## src/rtl/slot_irq_pkg.sv

```systemverilog
package slot_irq_pkg;
  localparam int REG_W   = 32;
  localparam int BE_W    = REG_W / 8;
  localparam int CAUSE_N = 4;

  // register bit positions of each event cause, indexed by ev_cause bit
  localparam int CAUSE_POS [CAUSE_N] = '{0, 1, 2, 7};

  localparam logic [REG_W-1:0] GEN_EN_MASK = 32'h8000_0000;
  localparam logic [REG_W-1:0] POL_MASK    = 32'h0000_0018;
  localparam logic [REG_W-1:0] CAUSE_MASK  = 32'h0000_0087;
  localparam logic [REG_W-1:0] EN_WR_MASK  = GEN_EN_MASK | POL_MASK | CAUSE_MASK;
  localparam logic [REG_W-1:0] EN_RST_VAL  = 32'h0000_0008;

  typedef enum logic [1:0] {
    SEL_ENABLE = 2'd0,
    SEL_STATUS = 2'd1,
    SEL_VECTOR = 2'd2,
    SEL_RSVD   = 2'd3
  } reg_sel_e;

  function automatic logic [REG_W-1:0] cause_to_bits(input logic [CAUSE_N-1:0] c);
    logic [REG_W-1:0] r;
    r = '0;
    for (int i = 0; i < CAUSE_N; i++) begin
      r[CAUSE_POS[i]] = c[i];
    end
    return r;
  endfunction
endpackage

```

## src/rtl/sirq_slot_regs.sv

```systemverilog
module sirq_slot_regs
  import slot_irq_pkg::*;
(
  input  logic             clk,
  input  logic             rst,
  input  logic             ev_hit,
  input  logic [REG_W-1:0] ev_bits,
  input  logic             en_wr,
  input  logic             sts_wr,
  input  logic [REG_W-1:0] wdata,
  input  logic [BE_W-1:0]  be,
  output logic [REG_W-1:0] en_q,
  output logic [REG_W-1:0] sts_q,
  output logic             latch_o,
  output logic             drop_o
);
  logic [REG_W-1:0] bmask;
  logic [REG_W-1:0] ev_live;
  logic [REG_W-1:0] clr_bits;
  logic [REG_W-1:0] sts_kept;
  logic [REG_W-1:0] sts_d;
  logic [REG_W-1:0] en_d;

  for (genvar b = 0; b < BE_W; b++) begin : g_bmask
    assign bmask[8*b +: 8] = {8{be[b]}};
  end

  always_comb begin
    ev_live  = ev_bits & en_q & CAUSE_MASK;
    latch_o  = ev_hit && en_q[REG_W-1] && (|ev_live);
    clr_bits = sts_wr ? (wdata & CAUSE_MASK) : '0;
    sts_kept = sts_q & ~clr_bits;
    sts_d    = sts_kept | (latch_o ? ev_live : '0);
    drop_o   = sts_wr && (|sts_q) && !(|sts_kept);
    en_d     = en_wr ? ((en_q & ~bmask) | (wdata & bmask & EN_WR_MASK)) : en_q;
  end

  always_ff @(posedge clk) begin
    if (rst) begin
      en_q  <= EN_RST_VAL;
      sts_q <= '0;
    end else begin
      en_q  <= en_d;
      sts_q <= sts_d;
    end
  end

  AST_NO_LATCH_WHEN_OFF: assert property (@(posedge clk) disable iff (rst)
    (!en_q[REG_W-1] && !sts_wr) |=> $stable(sts_q));
  AST_ONLY_ENABLED_CAUSE: assert property (@(posedge clk) disable iff (rst)
    1'b1 |=> ((sts_q & ~$past(sts_q) & ~$past(en_q)) == '0));
  AST_STS_HOLD: assert property (@(posedge clk) disable iff (rst)
    (!sts_wr && !ev_hit) |=> $stable(sts_q));
  AST_EN_HOLD: assert property (@(posedge clk) disable iff (rst)
    !en_wr |=> $stable(en_q));
  AST_EN_RSVD_ZERO: assert property (@(posedge clk) disable iff (rst)
    1'b1 |=> ((en_q & ~EN_WR_MASK) == '0));
endmodule

```

## src/rtl/sirq_line.sv

```systemverilog
module sirq_line (
  input  logic clk,
  input  logic rst,
  input  logic any_set,
  input  logic any_drop,
  output logic irq_q
);
  always_ff @(posedge clk) begin
    if (rst)           irq_q <= 1'b0;
    else if (any_set)  irq_q <= 1'b1;
    else if (any_drop) irq_q <= 1'b0;
  end

  AST_RAISE_ON_LATCH: assert property (@(posedge clk) disable iff (rst)
    any_set |=> irq_q);
  AST_DROP_ON_CLEAR: assert property (@(posedge clk) disable iff (rst)
    (any_drop && !any_set) |=> !irq_q);
  AST_LINE_HOLD: assert property (@(posedge clk) disable iff (rst)
    (!any_set && !any_drop) |=> $stable(irq_q));
endmodule

```

## src/rtl/sirq_rdmux.sv

```systemverilog
module sirq_rdmux
  import slot_irq_pkg::*;
#(
  parameter int NUM_SLOTS = 5,
  parameter int SLOT_W    = 3,
  parameter logic [REG_W-1:0] VEC_VALUE = 32'd10
) (
  input  logic             clk,
  input  logic             rst,
  input  logic [REG_W-1:0] en_arr  [NUM_SLOTS],
  input  logic [REG_W-1:0] sts_arr [NUM_SLOTS],
  input  logic [SLOT_W-1:0] rd_slot,
  input  logic [1:0]       rd_sel,
  output logic [REG_W-1:0] rd_data
);
  logic [REG_W-1:0] en_pick;
  logic [REG_W-1:0] sts_pick;
  logic [REG_W-1:0] rd_d;

  always_comb begin
    en_pick  = '0;
    sts_pick = '0;
    for (int i = 0; i < NUM_SLOTS; i++) begin
      if (rd_slot == SLOT_W'(i)) begin
        en_pick  = en_arr[i];
        sts_pick = sts_arr[i];
      end
    end
    unique case (reg_sel_e'(rd_sel))
      SEL_ENABLE: rd_d = en_pick;
      SEL_STATUS: rd_d = sts_pick;
      SEL_VECTOR: rd_d = (32'(rd_slot) < 32'(NUM_SLOTS)) ? VEC_VALUE : '0;
      default:    rd_d = '0;
    endcase
  end

  always_ff @(posedge clk) begin
    if (rst) rd_data <= '0;
    else     rd_data <= rd_d;
  end

  AST_RSVD_READ_ZERO: assert property (@(posedge clk) disable iff (rst)
    (rd_sel == 2'd3) |=> (rd_data == '0));
endmodule

```

## src/rtl/slot_irq_unit.sv

```systemverilog
module slot_irq_unit
  import slot_irq_pkg::*;
#(
  parameter int NUM_SLOTS = 5,
  parameter int SLOT_W    = 3,
  parameter int IRQ_NUM   = 10
) (
  input  logic              clk,
  input  logic              rst,
  input  logic              active_vld,
  input  logic [SLOT_W-1:0] active_slot,
  input  logic              ev_valid,
  input  logic [SLOT_W-1:0] ev_slot,
  input  logic [CAUSE_N-1:0] ev_cause,
  input  logic              wr_en,
  input  logic [SLOT_W-1:0] wr_slot,
  input  logic [1:0]        wr_sel,
  input  logic [REG_W-1:0]  wr_data,
  input  logic [BE_W-1:0]   wr_be,
  input  logic [SLOT_W-1:0] rd_slot,
  input  logic [1:0]        rd_sel,
  output logic [REG_W-1:0]  rd_data,
  output logic              irq_o
);
  localparam logic [REG_W-1:0] VEC_VALUE = REG_W'(IRQ_NUM % 16);

  logic [REG_W-1:0] ev_bits;
  logic             owner_ok;
  logic [REG_W-1:0] en_arr  [NUM_SLOTS];
  logic [REG_W-1:0] sts_arr [NUM_SLOTS];
  logic [NUM_SLOTS-1:0] latch_v;
  logic [NUM_SLOTS-1:0] drop_v;

  assign ev_bits  = cause_to_bits(ev_cause);
  assign owner_ok = wr_en && active_vld && (wr_slot == active_slot);

  for (genvar s = 0; s < NUM_SLOTS; s++) begin : g_slot
    logic sel_hit;
    assign sel_hit = owner_ok && (wr_slot == SLOT_W'(s));
    sirq_slot_regs u_regs (
      .clk     (clk),
      .rst     (rst),
      .ev_hit  (ev_valid && (ev_slot == SLOT_W'(s))),
      .ev_bits (ev_bits),
      .en_wr   (sel_hit && (wr_sel == SEL_ENABLE)),
      .sts_wr  (sel_hit && (wr_sel == SEL_STATUS)),
      .wdata   (wr_data),
      .be      (wr_be),
      .en_q    (en_arr[s]),
      .sts_q   (sts_arr[s]),
      .latch_o (latch_v[s]),
      .drop_o  (drop_v[s])
    );
  end

  sirq_line u_line (
    .clk      (clk),
    .rst      (rst),
    .any_set  (|latch_v),
    .any_drop (|drop_v),
    .irq_q    (irq_o)
  );

  sirq_rdmux #(
    .NUM_SLOTS (NUM_SLOTS),
    .SLOT_W    (SLOT_W),
    .VEC_VALUE (VEC_VALUE)
  ) u_rd (
    .clk     (clk),
    .rst     (rst),
    .en_arr  (en_arr),
    .sts_arr (sts_arr),
    .rd_slot (rd_slot),
    .rd_sel  (rd_sel),
    .rd_data (rd_data)
  );

  AST_VECTOR_FIXED: assert property (@(posedge clk) disable iff (rst)
    ((rd_sel == 2'd2) && (32'(rd_slot) < 32'(NUM_SLOTS))) |=> (rd_data == VEC_VALUE));
  AST_BAD_SLOT_EVENT: assert property (@(posedge clk) disable iff (rst)
    (ev_valid && (32'(ev_slot) >= 32'(NUM_SLOTS)) && !wr_en) |=> $stable(irq_o));
  AST_NONOWNER_WRITE: assert property (@(posedge clk) disable iff (rst)
    (wr_en && !owner_ok && !ev_valid) |=> $stable(irq_o));
endmodule

```

## config.mk

```make
export PLATFORM = sky130hd
export DESIGN_NAME = slot_irq_unit
export DESIGN_NICKNAME = d
export VERILOG_FILES = /design/src/rtl/slot_irq_pkg.sv /design/src/rtl/sirq_slot_regs.sv /design/src/rtl/sirq_line.sv /design/src/rtl/sirq_rdmux.sv /design/src/rtl/slot_irq_unit.sv
export SDC_FILE = /design/constraint.sdc
export NUM_CORES = 1
export LEC_CHECK = 0
export BUFFER_PORTS_ARGS = -buffer_cell sky130_fd_sc_hd__buf_2
export CAP_MARGIN = 20
export CORE_MARGIN = 5
export CORE_UTILIZATION = 45
export CTS_BUF_LIST = sky130_fd_sc_hd__clkbuf_16
export DETAILED_ROUTE_END_ITERATION = 16
export GPL_TIMING_DRIVEN = 0
export PLACE_DENSITY = 0.67
export REMOVE_ABC_BUFFERS = 1
export SLEW_MARGIN = 15
export SYNTH_ARGS = -nofsm -noshare
export SYNTH_HDL_FRONTEND = slang
export SYNTH_HIERARCHICAL = 1
export SYNTH_SLANG_ARGS = --single-unit
```

## constraint.sdc

```tcl
create_clock -name clk -period 2.2 [get_ports clk]
set_input_delay 0.11 -clock clk [delete_from_list [all_inputs] [get_ports clk]]
set_output_delay 0.11 -clock clk [all_outputs]
set_load 0.1 [all_outputs]
```

-- Word-level counts from Yosys, hierarchy flattened
Index checks and enable logic that the tools add are counted.
- multiplexer cells: 24
- $lt $le $gt $ge: 1
- reductions and logical operators: 70
- bitwise logic cells: 32
- equality and inequality tests: 16
- operator list (cell ; count):
    $and 32x32->32 ; 11
    $mux 32 ; 10
    $or 32x32->32 ; 10
    $reduce_or 32->1 ; 10
    $not 32->32 ; 6
    $pmux 32 s3 ; 1
    $mux 8 ; 10
    $logic_and 1x1->1 ; 42
    $and 8x8->8 ; 5
    $reduce_or 4->1 ; 5
    $eq 3x2->1 const B ; 6
    $reduce_or 5->1 ; 2
    $eq 3x1->1 const B ; 3
    $eq 3x3->1 const B ; 3
    $logic_not 3->1 ; 3
    $logic_not 1->1 ; 5
    $eq 2x1->1 const B ; 2
    $logic_not 2->1 ; 2
    $mux 4 ; 1
    $eq 3x3->1 ; 1
    $lt 3x3->1 const B ; 1
    $eq 2x2->1 const B ; 1
    $mux 1 ; 2
    $reduce_bool 2->1 ; 1
- input bits: 61
- flip-flop bits (word level): 353
- output and inout port bits: 33
- logic and storage cells: 155

-- Logic depth before layout (Yosys ltp)
Gate-level depths: netlist of run 1.
- depth in word-level cells: 13
- depth in mapped cells: 10
- mapped depth without buffers: 9

-- By module
Netlist of run 1, hierarchy kept.
- by module, submodules not included (module ; cells each ; instances ; sequential area each (um2) ; area an instance (um2)):
    sirq_slot_regs ; 136 ; 5 ; 720.7 ; 1391.3
    sirq_rdmux ; 452 ; 1 ; 640.6 ; 3699.8
    slot_irq_unit ; 32 ; 1 ; 0.0 ; 200.2
    sirq_line ; 4 ; 1 ; 20.0 ; 38.8

-- Worst setup path after synthesis of run 1
No wires, ideal clock.
- path kind: input to register
- start: input active_slot[2]
- end: register u_line.irq_q
- arrival: 1.659 ns
- slack: 0.424 ns
- required time: 2.083 ns
- library setup time: 0.117 ns
- path buffers: 0
- cell stages on the path: 9
- cells stage by stage: or4_4 > nor3_1 > a21bo_2 > nand4_1 > nor2_1 > nor3_1 > nand2_1 > nand2b_1 > a21oi_2
- cells in the longest elaborated chain, start to end: 12
- elaborated cells between the ends (all ways): 49
- classes of those cells: 1 x eq/ne; 5 x mux; 10 x bitwise; 33 x reduce/logical
- ends and longest elaborated chain (element ; RTL line ; text):
    start: declaration ; slot_irq_unit.sv:11 ; input logic [SLOT_W-1:0] active_slot,
    $eq 3x3->1 (*) ; slot_irq_unit.sv:35 ; assign owner_ok = wr_en && active_vld && (wr_slot == active_slot);
    $logic_and 1x1->1 (*) ; slot_irq_unit.sv:35 ;
    $logic_and 1x1->1 (*) ; slot_irq_unit.sv:39 ; assign sel_hit = owner_ok && (wr_slot == SLOT_W'(s));
    $logic_and 1x1->1 (*) ; slot_irq_unit.sv:46 ; .sts_wr (sel_hit && (wr_sel == SEL_STATUS)),
    $mux 8 ; sirq_slot_regs.sv:31 ; clr_bits = sts_wr ? (wdata & CAUSE_MASK) : '0;
    $not 32->32 ; sirq_slot_regs.sv:32 ; sts_kept = sts_q & ~clr_bits;
    $and 32x32->32 ; sirq_slot_regs.sv:32 ;
    $reduce_or 32->1 ; sirq_slot_regs.sv:34 ; drop_o = sts_wr && (|sts_q) && !(|sts_kept);
    $logic_not 1->1 ; sirq_slot_regs.sv:34 ;
    $logic_and 1x1->1 (*) ; sirq_slot_regs.sv:34 ;
    via drop_v[0] ; slot_irq_unit.sv:32 ; logic [NUM_SLOTS-1:0] drop_v;
    $reduce_or 5->1 (*) ; slot_irq_unit.sv:60 ; .any_drop (|drop_v),
    $reduce_bool 2->1 (no source line) (*) ; n/a ;
    end signal: assignment ; sirq_line.sv:9 ; if (rst) irq_q <= 1'b0;
    end signal: assignment ; sirq_line.sv:10 ; else if (any_set) irq_q <= 1'b1;
    end signal: assignment ; sirq_line.sv:11 ; else if (any_drop) irq_q <= 1'b0;
    end: declaration ; sirq_line.sv:6 ; output logic irq_q
The timed path passes the listed nets; every way through them passes the cells marked *.
A chain may end at the register's enable or synchronous reset.

-- Worst setup path after layout of run 1
- start: input rd_slot[1]
- end: register u_rd.rd_data[7]
- cells in the longest elaborated chain, start to end: 7
- elaborated cells between the ends (all ways): 16
- classes of those cells: 4 x eq/ne; 11 x mux; 1 x reduce/logical
- ends and longest elaborated chain (element ; RTL line ; text):
    start: declaration ; slot_irq_unit.sv:20 ; input logic [SLOT_W-1:0] rd_slot,
    $logic_not 3->1 ; sirq_rdmux.sv:24 ; if (rd_slot == SLOT_W'(i)) begin
    $mux 32 (5 in a row) ; sirq_rdmux.sv:24 ;
    $pmux 32 s3 (*) ; sirq_rdmux.sv:29 ; unique case (reg_sel_e'(rd_sel))
    end signal: assignment ; sirq_rdmux.sv:39 ; else rd_data <= rd_d;
    end: declaration ; sirq_rdmux.sv:14 ; output logic [REG_W-1:0] rd_data
Mark *: on every way between the ends. The rest lies on a longest branch, timed or not.

==> results of run 1 <==
==> through the flow <==
stage	hold slack [ns]	utilization	instance area [µm²]	std cells	worst slack, ns
floorplan	0.1724	-	9956	1095	-0.5221
global placement	0.4166	0.4439	10700	1487	-5.206
detailed placement	0.4233	0.4573	11020	1501	-0.3271
CTS	0.008738	0.4910	11840	1552	0.2235
global route	0.04458	0.4910	11840	1552	0.1083
finish	0.03760	0.4910	11840	1552	0.2314
==> layout by cell type, fill, tap and decap left out, types with 5 or more instances in the layout <==
| cell type | n |
|---|---|
| a21bo_2 | 20 |
| a211o_1 | 5 |
| buf_2 | 65 |
| buf_16 | 7 |
| nor3_1 | 8 |
| and2_1 | 115 |
| a21oi_1 | 58 |
| dlygate4sd3_1 | 12 |
| nand4_1 | 25 |
| nand2_1 | 45 |
| dfxtp_1 | 213 |
| clkbuf_16 | 23 |
| a21oi_4 | 10 |
| nand2_2 | 6 |
| o2bb2ai_1 | 61 |
| and3_2 | 5 |
| o21ai_1 | 16 |
| buf_4 | 5 |
| nor2_1 | 11 |
| and3b_2 | 10 |
| nand3_1 | 30 |
| mux2i_1 | 125 |
| a22oi_1 | 10 |
| o41ai_1 | 5 |
| a21oi_2 | 6 |
| o21ai_0 | 107 |
| conb_1 | 140 |
| inv_1 | 9 |
| o22ai_1 | 31 |
==> worst max-delay path by stage <==
stage,startpoint,to,cells past startpoint
2_1_floorplan,rd_slot[2],u_rd/rd_data[15],4
3_3_place_gp,rd_slot[1],u_rd/rd_data[7],5
3_5_place_dp,rd_slot[1],u_rd/rd_data[7],8
4_1_cts,rd_slot[1],u_rd/rd_data[7],8
5_1_grt,rd_slot[1],u_rd/rd_data[2],8
6_report,rd_slot[1],u_rd/rd_data[7],8
==> cell type report <==
| cell class | instances | area (µm²) | area share |
|---|---|---|---|
| Timing Repair Buffer | 94 | 744.5 | 0.06290 |
| Clock inverter | 16 | 117.6 | 0.009937 |
| Inverter | 3 | 11.26 | 0.0009514 |
| Tap cell | 324 | 405.4 | 0.03425 |
| Sequential cell | 213 | 4264 | 0.3603 |
| Clock buffer | 23 | 575.6 | 0.04863 |
| Multi-Input combinational cell | 879 | 5718 | 0.4831 |
==> worst min-delay path, cell delays in order <==
cell	delay, ns
buf_2	0.14
and3_2	0.18
a211o_1	0.08
==> what timing repair did <==
| item | CTS | global route |
|---|---|---|
| hold buffers | 12 | 0 |
| setup endpoints to repair | 0 | 0 |
| hold endpoints to repair | 48 | 0 |
==> report_power, final <==
| part | internal [W] | switching [W] |
|---|---|---|
| logic | 0.000262 | 0.000629 |
| registers | 0.00388 | 0.00000699 |
| clock network | 0.00211 | 0.00149 |
| total | 0.00626 | 0.00213 |
==> routing by layer <==
metal,routed length [µm],GRT usage,part of all wire,vias to the layer above
met4,634,0.05287,0.026,0
met1,11300,0.2432,0.46,3720
li1,-,-,-,4024
met3,1389,0.02681,0.057,48
met5,0,0,0,-
met2,11090,0.2843,0.45,218
==> impl_results.md, run 1 <==
* CTS clk-pin slew, worst paths at 0.06 ns
* Worst path max stage delay at 0.55 ns
* Number of buffer and inverter stages on the critical path at 4
* Initial DRC count at 617
* Setup Fix Bufs, Post-CTS at 0
* Worst r2r dst: u_line/irq_q
* Synthesis warning total at 6
* Max_cap viols at 0
* Setup_tns at 0 ns
* Tmin final at 1.969 ns
* Port Buffer Count at 68
* Hold Crit Class: in2reg
* Overall routing resource usage at 0.1758
* Worst-Margin Slew at 0.8138 ns
* Final cycle utilization of the critical path at 0.8948
* PwrDens at 708.2 mW/mm²
* Clock Latency Late Sink at 0.51 ns
* Clock tree buffer depth at 3
* Ports at 94
* Status: finished, final reports clean
* Via count at 8,010
* Die Height at 165.6 µm
* Largest net degree at the start of global routing at 84
* Mapped Cells at 1,167
* Final WL at 24,420 µm
* Setup CP Type: in2reg
* Crit path max fanout at 67
* Post-DP HPWL at 15,520 µm
* P_leak at 4.808 nW
* Worst path top cell family by delay: buffers and inverters
* Number of global-route vias before repair at 7,588
* CTS tree: yes
* Hold Crit Depth at 3
* Initial core utilization at 0.4518
* Die ar. at 0.02742 mm²
* Final hold vios at 0
* Data arrival, critical path at 2.39 ns
* Max Fclk at 508.0 MHz
* Cell Chain, Critical Path: buf_8 > buf_16 > nor2b_4 > buf_16 > buf_16 > o2bb2ai_1 > o21ai_0 > o22ai_1
* Area delta synth->final at 8.674%
* Final ANT Viol Nets at 0
* Worst R2R Setup Slack at 0.71 ns
* Global-route wire length before repair at 39,720 µm
* Setup violators final at 0
* Max Clock Skew at 0.02575 ns
* Slowest stage cell, crit path: nor2b_4
* Total CTS buffers at 22
* Remaining Overflow, GRT at 0
* # rows at 57
* Slew Limit Fails at 0
* Post-Syn Area at 0.01089 mm²
* Total power at 0.008382 W
* Routed len/inst at 15.73 µm
* Unrepaired setup endpoints after global routing: no
* Max transition margin at 0.4501
* Via density at 5.161
* Syn_area_per_cell at 9.333 µm²
* Peak supply drop at 467.5 µV
* Layout cells sized above 1 at 0.1458
* DIE WIDTH at 165.6 µm
* Worst Setup Start Kind: primary input
* Post_cts resized at 0
* CTS Root Buffer Type: clkbuf_16
* Pre-Repair DR Iteration Count at 5
* Worst EP required at 2.62 ns
* Diodes inserted at 0
* Most common cell on crit path: buf_16
* Antenna violations before repair at 0
* Worst r2r path cells at 6
* Final nets at 1,274
* Worst r2r src: g_slot[0].u_regs/sts_q[2]
* Fillers at 2,260
* H-Tree Depth at 1
* Placer Congestion at 0.9072
* Residual DRC at 0
* CP endpoint kind: flop
* Hold path startpoint: wr_data[3]
* Clock sinks at 213
* Core Footprint at 0.02411 mm²
Power figures use the tool's default switching activity.
==> inputs of run 2 (changes only) <==
--- a/config.mk
+++ b/config.mk
@@ -7,15 +7,15 @@
 export LEC_CHECK = 0
 export BUFFER_PORTS_ARGS = -buffer_cell sky130_fd_sc_hd__buf_2
 export CAP_MARGIN = 20
+export CORE_ASPECT_RATIO = 0.75
 export CORE_MARGIN = 5
 export CORE_UTILIZATION = 45
 export CTS_BUF_LIST = sky130_fd_sc_hd__clkbuf_16
 export DETAILED_ROUTE_END_ITERATION = 16
 export GPL_TIMING_DRIVEN = 0
-export PLACE_DENSITY = 0.67
+export PLACE_DENSITY = 0.68
 export REMOVE_ABC_BUFFERS = 1
 export SLEW_MARGIN = 15
 export SYNTH_ARGS = -nofsm -noshare
 export SYNTH_HDL_FRONTEND = slang
-export SYNTH_HIERARCHICAL = 1
 export SYNTH_SLANG_ARGS = --single-unit
==> run 2 against run 1 <==
Effect of this change:
- synthesized cell count down 34%
- sequential cell count unchanged
- cell area down 21%
- largest power group unchanged
- global-route usage up 1.1 points
- die area down 25%
- routed wire length down 20%
- critical endpoint is now g_slot[0].u_regs.en_q[5]
- first-iteration DRC count down 7.6%
==> impl_results.md, run 2 <==
* Die ar. at 0.02066 mm² (-25%)
* Ranking of synthesized cells by area: dfxtp_1 (53%), mux4_2 (10%), and2_1 (9.0%)
* Placer Congestion at 0.8931 (-1.6%)
* Slew Limit Fails at 0 (unchanged)
* Max Clock Skew at 0.004274 ns (-0.02147 ns)
* Remaining Overflow, GRT at 0 (unchanged)
* Final nets at 905 (-29%)
* CTS clk-pin slew, worst paths at 0.06 ns (about the same)
* Unrepaired setup endpoints after global routing: no
* Global-route wire length before repair at 31,600 µm (-20%)
* Peak supply drop at 546.8 µV (+17%)
* Largest net degree at the start of global routing at 80 (-4.8%)
* Diodes inserted at 0 (unchanged)
* Setup violators final at 0 (unchanged)
* Ys async rst share at 0
* Overall routing resource usage at 0.1872 (+0.01138)
* Worst-Margin Slew at 1.088 ns (+0.2737 ns)
* Post-Syn Area at 0.008036 mm² (-26%)
* Port Buffer Count at 68 (unchanged)
* Pint at 0.005790 W (-7.5%)
* Switching share of total power at 0.2202 (-0.03339)
* Crit path to: g_slot[0].u_regs.en_q[5]
* Post-DP HPWL at 12,930 µm (-17%)
* Number of global-route vias before repair at 5,893 (-22%)
* Clock sinks at 213 (unchanged)
* PwrDens at 791.9 mW/mm² (+12%)
* Hold Buf Count CTS at 13 (+1)
* EDFF count, synth at 0
* Most frequent cell after synthesis: dfxtp_1
* Hold Crit Class: in2reg
* Worst R2R Setup Slack at 0.58 ns (-0.13 ns)
* Total CTS buffers at 21 (-4.5%)
* H-Tree Depth at 1 (unchanged)
* Tmin final at 1.874 ns (-0.09457 ns)
* Area delta synth->final at 16.67%
* CP endpoint kind: flop
* Via density at 5.524 (+7.0%)
* Comb pwr share at 0.044 (-0.062)
* Status: finished, final reports clean
* Initial DRC count at 570 (-7.6%)
* Crit path max fanout at 9 (-87%)
* Initial core utilization at 0.4565 (+0.004671)
* Mapped Cells at 775 (-34%)
* DIE WIDTH at 164.3 µm (-0.76%)
* Via count at 6,054 (-24%)
* Routed len/inst at 17.86 µm (+14%)
* Post-synth top cells: dfxtp_1 (213), and2_1 (115), nand2_1 (72)
* # rows at 42 (-26%)
* Distinct cells, synth at 41
* Sequential-to-total area share from yosys stat at 0.5306
* Hold path startpoint: active_slot[1]
* Post-synth top area cell: dfxtp_1
* Max Fclk at 533.6 MHz (+5.0%)
* Pre-Repair DR Iteration Count at 6 (+1)
* Final WL at 19,580 µm (-20%)
* Clock tree buffer depth at 3 (unchanged)
* Ports at 94 (unchanged)
* Syn_area_per_cell at 10.37 µm² (+11%)
* Max transition margin at 0.2750 (-0.1751)
* Commonest cells after routing, fill and taps aside: dfxtp_1 (213), and2_1 (115), nand2_1 (72), buf_2 (69), a21oi_1 (55)
* Final cycle utilization of the critical path at 0.8518 (-0.04299)
* Origin of the worst setup path: wr_slot[2]
* CTS Root Buffer Type: clkbuf_16
* CTS tree: yes
* Clk pwr share at 0.436 (+0.006)
* Clock Latency Late Sink at 0.48 ns (-0.03 ns)
* Commonest non-fill, non-tap cell in the layout: dfxtp_1
* Synthesized flop and latch total at 213
* Core Footprint at 0.01760 mm² (-27%)
* Prevailing post-synth register cell: dfxtp_1
* Antenna violations before repair at 1 (+1)
* P_leak at 3.565 nW (-26%)
* Final ANT Viol Nets at 0 (unchanged)
* Synthesis warning total at 0 (-6)
* Data arrival, critical path at 2.25 ns (-0.14 ns)
* Max_cap viols at 0 (unchanged)
* Pre-CTS setup slack at -0.1564 ns (+0.1708 ns)
* Setup ws final at 0.3260 ns (+0.09457 ns)
* Setup CP Type: in2reg
* Post_cts resized at 0 (unchanged)
* Layout cells sized above 1 at 0.1838 (+0.03808)
* Worst Setup Start Kind: primary input
* Worst r2r path cells at 4 (-2)
* Worst r2r dst: g_slot[4].u_regs.sts_q[2]
* P_sw at 0.001635 W (-23%)
* Final hold vios at 0 (unchanged)
* Die Height at 125.7 µm (-24%)
* Worst EP required at 2.58 ns (-0.04 ns)
* Fillers at 1,554 (-31%)
* Final core utilization at 0.5326 (+0.04160)
* Setup Fix Bufs, Post-CTS at 0 (unchanged)
* Post-synth top area share at 0.5306
* Residual DRC at 0 (unchanged)
* Flop pwr share at 0.520 (+0.056)
## run 2: how the worst min path moves through the flow
stage / endpoint / slack, ns / cells past startpoint
2_1_floorplan: flop / 0.18 / 1
3_3_place_gp: flop / 0.41 / 3
3_5_place_dp: g_slot[4].u_regs.sts_q[2] / 0.40 / 2
4_1_cts: flop / 0.004 / 3
5_1_grt: flop / 0.01 / 3
6_report: flop / 0.02 / 4
## run 2: cells by family (layout without fill, tap and decap cells)
kind of cell | count (synthesis) | after routing | share of synthesized area
buf+inv | 55 | 134 | 0.02911
compound gates | 134 | 134 | 0.1098
xor+xnor | 1 | 1 | 0.001090
mux | 39 | 39 | 0.1051
flops | 213 | 213 | 0.5306
simple gates | 333 | 333 | 0.2244
## run 2: critical path, stage by stage
cell,delay (ns)
buf_2,0.10
nand4bb_1,0.47
nor4_2,0.72
buf_2,0.35
nand2_1,0.23
and3b_1,0.27
## run 2: routing by layer
layer,share of wire,global-route usage
met2,0.44,0.2833
met1,0.47,0.2803
met3,0.067,0.03266
met4,0.021,0.04339
met5,0.00046,0
## run 2: through the flow
stage | hold slack (ns) | cell area (µm²) | total power (W) | cells | TNS, ns
after floorplan | 0.1791 | 7829 | 0.004048 | 727 | -7.623
after global placement | 0.4106 | 8472 | 0.004232 | 1037 | -299.86
after detailed placement | 0.3989 | 8642 | 0.004254 | 1050 | -4.364
after CTS | 0.004416 | 9376 | 0.007499 | 1096 | 0
after global routing | 0.01184 | 9376 | 0.007692 | 1096 | 0
final | 0.01728 | 9376 | 0.007425 | 1096 | 0
## run 2: layout make-up
class | count | area [µm²] | area share
sequential | 213 | 4264 | 0.4548
multi-input combinational | 507 | 3575 | 0.3812
timing repair buffer | 94 | 604.3 | 0.06445
clock buffer | 21 | 525.5 | 0.05604
tap | 242 | 302.8 | 0.03229
clock inverter | 12 | 78.83 | 0.008407
inverter | 7 | 26.28 | 0.002802
## run 2: power by group through the flow
stage	sequential [W]	combinational, W	clock, W
floorplan	0.00396	0.0000913	0
global placement	0.00394	0.000288	0
detailed placement	0.00394	0.000310	0
CTS	0.00386	0.000326	0.00332
global route	0.00386	0.000353	0.00348
finish	0.00386	0.000327	0.00324
==> inputs of run 3 (changes only) <==
--- a/config.mk
+++ b/config.mk
@@ -9,11 +9,11 @@
 export CAP_MARGIN = 20
 export CORE_ASPECT_RATIO = 0.75
 export CORE_MARGIN = 5
-export CORE_UTILIZATION = 45
+export CORE_UTILIZATION = 50
 export CTS_BUF_LIST = sky130_fd_sc_hd__clkbuf_16
 export DETAILED_ROUTE_END_ITERATION = 16
 export GPL_TIMING_DRIVEN = 0
-export PLACE_DENSITY = 0.68
+export PLACE_DENSITY = 0.74
 export REMOVE_ABC_BUFFERS = 1
 export SLEW_MARGIN = 15
 export SYNTH_ARGS = -nofsm -noshare
==> run 3 against run 2 <==
Effect of this change:
- setup slack got worse by 0.098 ns
- final cell count is 2.5% lower
- non-clock buffer count is 3 higher
- global-route usage up 1.8 points
- die area is 9.3% lower
- via count grew 0.88%
- maximum frequency shrank 5.0%
==> impl_results.md, run 3 (synthesized netlist as in run 2, its figures left out) <==
* Status: finished, final reports clean
* Initial core utilization at 0.5050 (+0.04845)
* Final nets at 907 (+0.22%)
* Comb pwr share at 0.043 (about the same)
* CTS Root Buffer Type: clkbuf_16
* Worst path max stage delay at 0.63 ns (-0.09 ns)
* Global-route wire length before repair at 31,500 µm (-0.33%)
* Most common cell on crit path: buf_2
* Port Buffer Count at 68 (unchanged)
* Unrepaired setup endpoints after global routing: no
* P_sw at 0.001668 W (+2.0%)
* Max transition margin at 0.2803 (+0.005358)
* Final hold vios at 0 (unchanged)
* Pre-Repair DR Iteration Count at 5 (-1)
* # rows at 40 (-4.8%)
* Switching share of total power at 0.2198 (-0.0004040)
* Slowest stage cell, crit path: nor4_2
* Hold Crit Class: in2reg
* Placer Congestion at 0.9326 (+4.4%)
* Hold Buf Count CTS at 15 (+2)
* Remaining Overflow, GRT at 0 (unchanged)
* Core Footprint at 0.01592 mm² (-9.6%)
* Max_cap viols at 0 (unchanged)
* Final core utilization at 0.5898 (+0.05716)
* Area delta synth->final at 16.80%
* Routed len/inst at 18.18 µm (+1.8%)
* Data arrival, critical path at 2.34 ns (+0.09 ns)
* H-Tree Depth at 1 (unchanged)
* CTS tree: yes
* Number of global-route vias before repair at 6,049 (+2.6%)
* Overall routing resource usage at 0.2053 (+0.01808)
* Post_cts resized at 0 (unchanged)
* Number of buffer and inverter stages on the critical path at 2 (unchanged)
* Total power at 0.007590 W (+2.2%)
* Slew Limit Fails at 0 (unchanged)
* P_leak at 3.598 nW (+0.94%)
* Final cycle utilization of the critical path at 0.8965 (+0.04462)
* Cell Chain, Critical Path: buf_2 > or4_4 > nor4_2 > buf_2 > a21oi_1 > and2_1
* Worst Setup Start Kind: primary input
* Tmin final at 1.972 ns (+0.09817 ns)
* Residual DRC at 0 (unchanged)
* Layout cells sized above 1 at 0.1886 (+0.004751)
* DIE WIDTH at 156.4 µm (-4.8%)
* Max Fclk at 507.0 MHz (-5.0%)
* Die ar. at 0.01873 mm² (-9.3%)
* Diodes inserted at 0 (unchanged)
* Total CTS buffers at 20 (-4.8%)
* Setup CP Type: in2reg
* Commonest cells after routing, fill and taps aside: dfxtp_1 (213), and2_1 (115), nand2_1 (72), buf_2 (72), a21oi_1 (55)
* Final ANT Viol Nets at 0 (unchanged)
* Clk pwr share at 0.449 (+0.013)
* CP endpoint kind: flop
* Fillers at 1,357 (-13%)
* Worst-Margin Slew at 1.070 ns (-0.01790 ns)
* Flop pwr share at 0.508 (-0.012)
* Initial DRC count at 485 (-15%)
* Pint at 0.005922 W (+2.3%)
* Final WL at 19,430 µm (-0.75%)
* Clock tree buffer depth at 3 (unchanged)
* Worst EP required at 2.57 ns (about the same)
* Post-DP HPWL at 12,730 µm (-1.6%)
* Die Height at 119.8 µm (-4.7%)
* Setup violators final at 0 (unchanged)
* CTS clk-pin slew, worst paths at 0.06 ns (about the same)
* Clock Latency Late Sink at 0.49 ns (about the same)
* Max Clock Skew at 0.008292 ns (+0.004017 ns)
* Worst path top cell family by delay: simple AND/OR/NAND/NOR gates
* Peak supply drop at 448.2 µV (-18%)
* Setup Fix Bufs, Post-CTS at 0 (unchanged)
* PwrDens at 808.6 mW/mm² (+2.1%)
* Commonest non-fill, non-tap cell in the layout: dfxtp_1
* Largest net degree at the start of global routing at 89 (+11%)
* Antenna violations before repair at 1 (unchanged)
* Ports at 94 (unchanged)
* Via density at 5.713 (+3.4%)
* Crit path max fanout at 8 (-1)
* Via count at 6,107 (+0.88%)
* Clock sinks at 213 (unchanged)
## run 3: final timing paths
check / slack (ns) / end / from / cells past startpoint
hold / removal: 0.02 / g_slot[4].u_regs.sts_q[7] / ev_cause[3] / 3
setup / recovery: 0.23 / g_slot[4].u_regs.en_q[17] / active_slot[0] / 6
hold reg to reg: 0.45 / g_slot[1].u_regs.en_q[28] / g_slot[1].u_regs.en_q[28] / 1
setup reg to reg: 0.43 / u_rd.rd_data[3] / flop / 4
## run 3: tightest hold or removal path: cells and delay by family
family | cells | cell delay, ns
buf+inv | 1 | 0.18
simple gates | 1 | 0.11
compound gates | 1 | 0.05
## run 3: metal layers
metal / global-route usage / routed length [µm] / vias to the layer above
li1: - / - / 2912
met1: 0.3028 / 8825 / 2925
met2: 0.3106 / 8639 / 238
met3: 0.04182 / 1633 / 30
met4: 0.04878 / 326 / 2
met5: 0 / 7 / -
## run 3: area by class of cell
class | count | area (µm²) | share of cell area
Tap cell | 210 | 262.8 | 0.02799
Clock buffer | 21 | 525.5 | 0.05599
Timing Repair Buffer | 97 | 613.1 | 0.06532
Inverter | 7 | 26.28 | 0.002799
Sequential cell | 213 | 4264 | 0.4543
Clock inverter | 14 | 120.1 | 0.01280
Multi-Input combinational cell | 507 | 3575 | 0.3808
## run 3: stage by stage
stage / std cells / hold WS [ns] / instance area, µm² / worst slack [ns] / TNS (ns)
global placement: 1005 / 0.4102 / 8432 / -2.467 / -303.67
CTS: 1069 / 0.002360 / 9387 / 0.2732 / 0
floorplan: 727 / 0.1791 / 7829 / -0.3133 / -7.623
global route: 1069 / 0.02823 / 9387 / 0.1238 / 0
detailed placement: 1019 / 0.4135 / 8591 / -0.2400 / -8.165
finish: 1069 / 0.01957 / 9387 / 0.2278 / 0
## run 3: power groups by stage
stage / clock, W / combinational (W) / sequential (W)
6_report: 0.00341 / 0.000326 / 0.00386
5_1_grt: 0.00362 / 0.000350 / 0.00385
4_1_cts: 0.00347 / 0.000324 / 0.00386
3_5_place_dp: 0 / 0.000303 / 0.00394
3_3_place_gp: 0 / 0.000283 / 0.00394
2_1_floorplan: 0 / 0.0000913 / 0.00396
